`src/rtl/spi_eng_pkg.sv`:
```
package spi_eng_pkg;
  localparam int REG_W = 32;
  localparam int LEN_W = $clog2(REG_W + 1);

  localparam logic [1:0] A_FSEL = 2'd0;
  localparam logic [1:0] A_CTRL = 2'd1;
  localparam logic [1:0] A_TXD  = 2'd2;
  localparam logic [1:0] A_RXD  = 2'd3;

  localparam int B_EN   = 31;
  localparam int B_SEL  = 28;
  localparam int B_LAST = 26;
endpackage

```
`src/rtl/spi_half_tick.sv`:
```
module spi_half_tick #(
  parameter int SCK_HALF = 2
) (
  input  logic clk,
  input  logic rst,
  input  logic run,
  output logic tick
);
  localparam int CW = (SCK_HALF > 1) ? $clog2(SCK_HALF) : 1;
  logic [CW-1:0] cnt;

  assign tick = run && (cnt == CW'(SCK_HALF - 1));

  always_ff @(posedge clk) begin
    if (rst || !run || tick) cnt <= '0;
    else                     cnt <= cnt + 1'b1;
  end
endmodule

```
`src/rtl/spi_shift_core.sv`:
```
module spi_shift_core
  import spi_eng_pkg::*;
(
  input  logic             clk,
  input  logic             rst,
  input  logic             start,
  input  logic             abort,
  input  logic [LEN_W-1:0] len,
  input  logic [REG_W-1:0] txd,
  input  logic             tick,
  input  logic             miso,
  output logic             busy,
  output logic             sck,
  output logic             mosi,
  output logic             last_edge,
  output logic [REG_W-1:0] rxd
);
  logic [REG_W-1:0] sh;
  logic [LEN_W-1:0] left;

  assign mosi      = sh[REG_W-1];
  assign last_edge = busy && tick && sck && (left == LEN_W'(1));

  always_ff @(posedge clk) begin
    if (rst) begin
      busy <= 1'b0;
      sck  <= 1'b0;
      sh   <= '0;
      rxd  <= '0;
      left <= '0;
    end else if (abort) begin
      busy <= 1'b0;
      sck  <= 1'b0;
    end else if (start && !busy) begin
      busy <= 1'b1;
      sck  <= 1'b0;
      sh   <= txd << (LEN_W'(REG_W) - len);
      rxd  <= '0;
      left <= len;
    end else if (busy && tick) begin
      if (!sck) begin
        sck <= 1'b1;
        rxd <= {rxd[REG_W-2:0], miso};
      end else begin
        sck <= 1'b0;
        if (left == LEN_W'(1)) begin
          busy <= 1'b0;
        end else begin
          left <= left - 1'b1;
          sh   <= sh << 1;
        end
      end
    end
  end
endmodule

```
`src/rtl/spi_xfer_engine.sv`:
```
module spi_xfer_engine
  import spi_eng_pkg::*;
#(
  parameter int SCK_HALF = 2,
  parameter int HANDOFF  = 4
) (
  input  logic        clk,
  input  logic        rst,
  input  logic        reg_wr,
  input  logic [1:0]  reg_addr,
  input  logic [31:0] reg_wdata,
  output logic [31:0] reg_rdata,
  output logic        sw_access,
  output logic        spi_sck,
  output logic        spi_mosi,
  output logic        spi_cs_n,
  input  logic        spi_miso
);
  localparam int HCW = (HANDOFF > 1) ? $clog2(HANDOFF) : 1;

  logic             busy, tick, last_edge, cs_act;
  logic             ctrl_sel, ctrl_term, rel_pend;
  logic [LEN_W-1:0] ctrl_len;
  logic [HCW-1:0]   rel_cnt;
  logic [REG_W-1:0] txd_q, rxd, ctrl_rd;
  logic             ctrl_wr, fsel_wr, len_ok, start, abort;
  logic [LEN_W-1:0] len_w;

  assign ctrl_wr = reg_wr && (reg_addr == A_CTRL);
  assign fsel_wr = reg_wr && (reg_addr == A_FSEL);
  assign len_w   = reg_wdata[LEN_W-1:0];
  assign len_ok  = (len_w != '0) && (len_w <= LEN_W'(REG_W));
  assign start   = ctrl_wr && reg_wdata[B_EN] && len_ok && !busy;
  assign abort   = ctrl_wr && !reg_wdata[B_EN];
  assign spi_cs_n = !cs_act;

  spi_half_tick #(.SCK_HALF(SCK_HALF)) u_tick (
    .clk(clk), .rst(rst), .run(busy && !abort), .tick(tick)
  );

  spi_shift_core u_core (
    .clk(clk), .rst(rst), .start(start), .abort(abort), .len(len_w),
    .txd(txd_q), .tick(tick), .miso(spi_miso), .busy(busy), .sck(spi_sck),
    .mosi(spi_mosi), .last_edge(last_edge), .rxd(rxd)
  );

  always_ff @(posedge clk) begin
    if (rst) begin
      txd_q     <= '0;
      cs_act    <= 1'b0;
      ctrl_sel  <= 1'b0;
      ctrl_term <= 1'b0;
      ctrl_len  <= '0;
    end else begin
      if (reg_wr && reg_addr == A_TXD) txd_q <= reg_wdata;
      if (abort) begin
        cs_act <= 1'b0;
      end else if (start) begin
        cs_act    <= reg_wdata[B_SEL];
        ctrl_sel  <= reg_wdata[B_SEL];
        ctrl_term <= reg_wdata[B_LAST];
        ctrl_len  <= len_w;
      end else if (last_edge && ctrl_term) begin
        cs_act <= 1'b0;
      end
    end
  end

  always_ff @(posedge clk) begin
    if (rst) begin
      sw_access <= 1'b0;
      rel_pend  <= 1'b0;
      rel_cnt   <= '0;
    end else if (fsel_wr && reg_wdata[0]) begin
      sw_access <= 1'b1;
      rel_pend  <= 1'b0;
    end else if (fsel_wr && sw_access) begin
      rel_pend <= 1'b1;
      rel_cnt  <= '0;
    end else if (rel_pend) begin
      if (busy) begin
        rel_cnt <= '0;
      end else if (rel_cnt == HCW'(HANDOFF - 1)) begin
        sw_access <= 1'b0;
        rel_pend  <= 1'b0;
      end else begin
        rel_cnt <= rel_cnt + 1'b1;
      end
    end
  end

  always_comb begin
    ctrl_rd               = '0;
    ctrl_rd[B_EN]         = busy;
    ctrl_rd[B_SEL]        = ctrl_sel;
    ctrl_rd[B_LAST]       = ctrl_term;
    ctrl_rd[LEN_W-1:0]    = ctrl_len;
  end

  always_ff @(posedge clk) begin
    if (rst) reg_rdata <= '0;
    else begin
      case (reg_addr)
        A_FSEL:  reg_rdata <= {31'd0, sw_access};
        A_CTRL:  reg_rdata <= ctrl_rd;
        A_TXD:   reg_rdata <= txd_q;
        default: reg_rdata <= rxd;
      endcase
    end
  end
endmodule

```
`config.mk`:
```
export PLATFORM = sky130hd
export DESIGN_NAME = spi_xfer_engine
export DESIGN_NICKNAME = d
export VERILOG_FILES = /design/src/rtl/spi_eng_pkg.sv /design/src/rtl/spi_half_tick.sv /design/src/rtl/spi_shift_core.sv /design/src/rtl/spi_xfer_engine.sv
export SDC_FILE = /design/constraint.sdc
export NUM_CORES = 1
export LEC_CHECK = 0
export BUFFER_PORTS_ARGS = -buffer_cell sky130_fd_sc_hd__buf_2
export CAP_MARGIN = 20
export CORE_AREA = 3 3 123 125
export DETAILED_ROUTE_END_ITERATION = 6
export DIE_AREA = 0 0 126 128
export PLACE_DENSITY = 0.74
export SYNTH_ARGS = -nofsm -noshare
export SYNTH_HDL_FRONTEND = slang
export SYNTH_SLANG_ARGS = --single-unit
```
`constraint.sdc`:
```
create_clock -name clk -period 4.1 [get_ports clk]
set_clock_uncertainty 0.05 [all_clocks]
set_input_delay 0.615 -clock clk [delete_from_list [all_inputs] [get_ports clk]]
set_output_delay 0.615 -clock clk [all_outputs]
set_load 0.1 [all_outputs]
```
==> impl_metrics.csv <==
group,metric,value,unit
setup_path,critical_path.reg2reg.startpoint,"u_core.left[2]",
sta,timing.fmax,0.318,GHz
floorplan,fp.dieW,126,um
logic_synthesis,synthMostInstantiatedCell,"nand2_1",
sta,drv_slew,0,
floorplan,floorplan.initialDensity,55.1,%
pwr,pnr_total_power,0.00335,W
clocking,maximum_buffer_depth_of_the_clock_tree,2,
clocking,tritoncts_buffer_count,17,
pwr,total_leakage_power,3.21,nW
logic_synthesis,synth_fp_nets,928,
detailed_routing,drt-total-wl,21.1,mm
setup_path,crit_path_cell_trace,"buf_2 -> inv_1 -> ha_2 -> mux2_2 -> mux2i_1 -> nor2_1 -> o311ai_0 -> a211oi_1",
sta,final_min_period_over_clock_period,76.7,%
global_routing,number_of_antenna_violations_at_the_first_check_in_global_routing,0,
run,max-cap-violations,0,
pwr,pwr_density_cell,385,nW/um2
clocking,cts_setup_buffers,0,
sta,grt_setup_unrepaired,"false",
global_routing,grt_start_max_net_pins,64,
logic_synthesis,synth-seq-cells,150,
logic_synthesis,synth_edf_count,0,
sta,finalSetupViolations,0,
sta,hold_viol,0,
sta,tns,0,ps
logic_synthesis,synth_xor_xnor_area_share,1.15,%
setup_path,cp-start-kind,"primary input",
placement,detailedPlacementHpwl,14.1,mm
logic_synthesis,muxShareOfSynthArea,18.4,%
detailed_routing,detail_route.drc_violations,2,
logic_synthesis,synthTopCellsByArea,"dfxtp_1 39%, nand2_1 8.9%, mux4_2 8.5%",
status,failed_checks,"design-rule violations",
setup_path,critical-path-max-stage-delay,840,ps
clocking,clock_transition_at_the_registers_of_the_reported_paths,60,ps
pwr,ir_worst_vdd,0.308,mV
logic_synthesis,netlist_instances,886,
cells_and_area,synthToLayoutAreaGrowth,12.9,%
setup_path,r2r_slack,1800,ps
setup_path,critical_path_class,"in -> reg",
detailed_routing,first_iteration_detailed_routing_drc_count,634,
cells_and_area,fin_nets,968,
floorplan,floorplan.rows,43,
detailed_routing,drtAntennaViolNets,0,
detailed_routing,vias_per_cell,6.13,
logic_synthesis,synth_flop_cell,"dfxtp_1",
clocking,cts_resized,0,
global_routing,number_of_global_route_vias_before_repair,6444,
setup_path,rr_worst_depth,5,
cells_and_area,num_antenna_cells,0,
sta,post-route-min-period,3150,ps
sta,layout_setup_ws,955,ps
global_routing,overflow,0,
logic_synthesis,synth.distinct_cells,55,
floorplan,ios,74,
logic_synthesis,simple_gate_portion_of_the_synthesized_area,20.4,%
floorplan,chipHeight,128,um
setup_path,timing.critical_path.depth,8,
setup_path,critical_path_arrival,3380,ps
clocking,clock_tree.root_cell,"clkbuf_16",
setup_path,worstSetupEndpointType,"register",
logic_synthesis,post_synth_fa_ha_maj_area_fraction,0.650,%
logic_synthesis,synth.cell_area,7700,um2
placement,dpl_worst_slack,571,ps
placement,placement.io_buffers,73,
logic_synthesis,synth_seq_area_share,39.0,%
cells_and_area,final.fill_count,1222,
status,status,"complete, but fails checks",
logic_synthesis,netlist_top_cells_count,"182 x nand2_1, 150 x dfxtp_1, 82 x nor2_1",
logic_synthesis,netlist.area_leader.share,39.0,%
setup_path,cpMaxStageDelayCell,"ha_2",
setup_path,crit_path_end,"u_core.sh[17]",
logic_synthesis,synth_warnings,0,
placement,gp_congestion,0.947,
setup_path,required,4330,ps
sta,maxSlewHeadroom,34.5,%
detailed_routing,detailedRoute.firstPassIterationCount,7,
clocking,worst_skew_pair.late_latency,440,ps
clocking,cts_tree,"done",
clocking,clkSinkCount,150,
detailed_routing,dr_total_vias,6865,
logic_synthesis,synth_top_family_by_area,"simple AND/OR/NAND/NOR gates",
setup_path,setup.worst_path.start,"reg_wdata[0]",
sta,worst_max_slew_pin_slew,983,ps
sta,hold_ws,363,ps
global_routing,grt_pass1_wl,33.9,mm
setup_path,timing.critical_path.buf_inv,2,
logic_synthesis,synth_compound_area_share,15.3,%
logic_synthesis,ys_async_sr_fraction,0,%
logic_synthesis,synth_area_per_cell,8.69,um2
setup_path,cpLargestDelayFamily,"adder cells",
logic_synthesis,yosys.area.top_type,"dfxtp_1",
detailed_routing,route.detailed.wl_per_inst,18.9,um
clocking,h-tree-depth,4,
hold_path,worstHoldPathCells,3,
cells_and_area,final_util,62.2,%
floorplan,fp.coreArea,14000,um2
clocking,post_cts_hold_buffer_count,0,
floorplan,design.die.area,16100,um2
hold_path,min-delay-path-class,"in -> reg",
setup_path,rr_endpoint,"u_core.sh[24]",
cells_and_area,share_of_final_layout_standard_cells_stronger_than_drive_strength_1,20.1,%
setup_path,worstPathMaxFanout,33,
global_routing,grtUsageTotal,26.1,%
[registers in the layout (all words and copies together) (netlist names)]
register / cells
u_tick.cnt: 1
u_core.sck: 1
u_core.left: 6
u_core.busy: 1
ctrl_sel: 1
txd_q: 32
rel_pend: 1
u_core.rxd: 32
sw_access: 1
u_core.sh: 32
reg_rdata: 32
ctrl_len: 6
cs_act: 1
rel_cnt: 2
ctrl_term: 1
[through the flow]
| step | cell area, um2 | instances |
|---|---|---|
| 2_1_floorplan | 7700 | 886 |
| 3_3_place_gp | 8100 | 1086 |
| 3_5_place_dp | 8100 | 1086 |
| 4_1_cts | 8670 | 1118 |
| 5_1_grt | 8700 | 1119 |
| 6_report | 8700 | 1119 |
[layout by cell type, fill, tap and decap left out, drive strengths merged, types with 3 or more instances in the layout]
master    instances
nand2           182
dfxtp           150
buf              96
nor2             83
a21oi            80
mux2i            54
nor3             35
mux4             29
clkbuf           21
mux2             20
nand3            17
a211oi           15
o21ai            12
o32a             12
inv              12
a311oi           10
o211ai            9
nand2b            9
a22oi             9
nand4             7
a2bb2oi           6
or3               5
xnor2             4
nor3b             4
nor2b             4
a32oi             4
xor2              4
ha                4
nand3b            3
or2               3
nor4b             3
and2              3
o31ai             3
clkinvlp          3
clkinv            3
[layer usage]
metal	wire, um	GRT usage [%]	up-vias	part of all wire (%)
li1	-	-	3240	-
met1	9220	36.4	3287	44
met2	9780	40.0	296	46
met3	1580	5.50	42	7.5
met4	514	9.97	0	2.4
met5	0	0	-	0
[cell type report]
class,instances,area [um2],share of cell area (%)
clock buffers,21,480,5.52
clock inverters,11,88.8,1.02
inverters,7,26.3,0.302
multi-input cells,654,4320,49.6
flip-flops and latches,150,3000,34.5
well taps,180,225,2.59
repair buffers,96,558,6.42
[cell families (layout without fill, tap and decap cells)]
logic type                 count (synthesis)  after routing
muxes                                    103            103
AOI/OAI and AO/OA                        176            176
adders and majority gates                  4              4
buffers and inverters                     82            135
and+or+nand+nor                          363            363
DFF                                      150            150
xor gates and xnor gates                   8              8
[worst min path at each step]
stage | startpoint | end | slack, ps
CTS | reg_wdata[27] | txd_q[27] | 360
floorplan | u_core.rxd[31] | u_core.rxd[31] | 380
finish | reg_wdata[27] | txd_q[27] | 360
global route | reg_wdata[25] | txd_q[25] | 370
global placement | ctrl_len[0] | ctrl_len[0] | 390
detailed placement | ctrl_len[0] | ctrl_len[0] | 400
[worst register-to-register path, cell delays in order (launching register included)]
cell,delay (ps)
dfxtp_1,340
nor3_1,310
and3b_1,870
nor3_1,170
o32a_1,220
a311oi_1,260
[report_power, final]
part           internal, W  switching, W  leakage [nW]  total (W)
Sequential         0.00148     0.0000259          1.21    0.00151
Clock             0.000848      0.000645         0.273    0.00149
Combinational     0.000132      0.000220          1.72   0.000351
Total              0.00246      0.000890          3.21    0.00335
(Power assumes the default switching activity.)
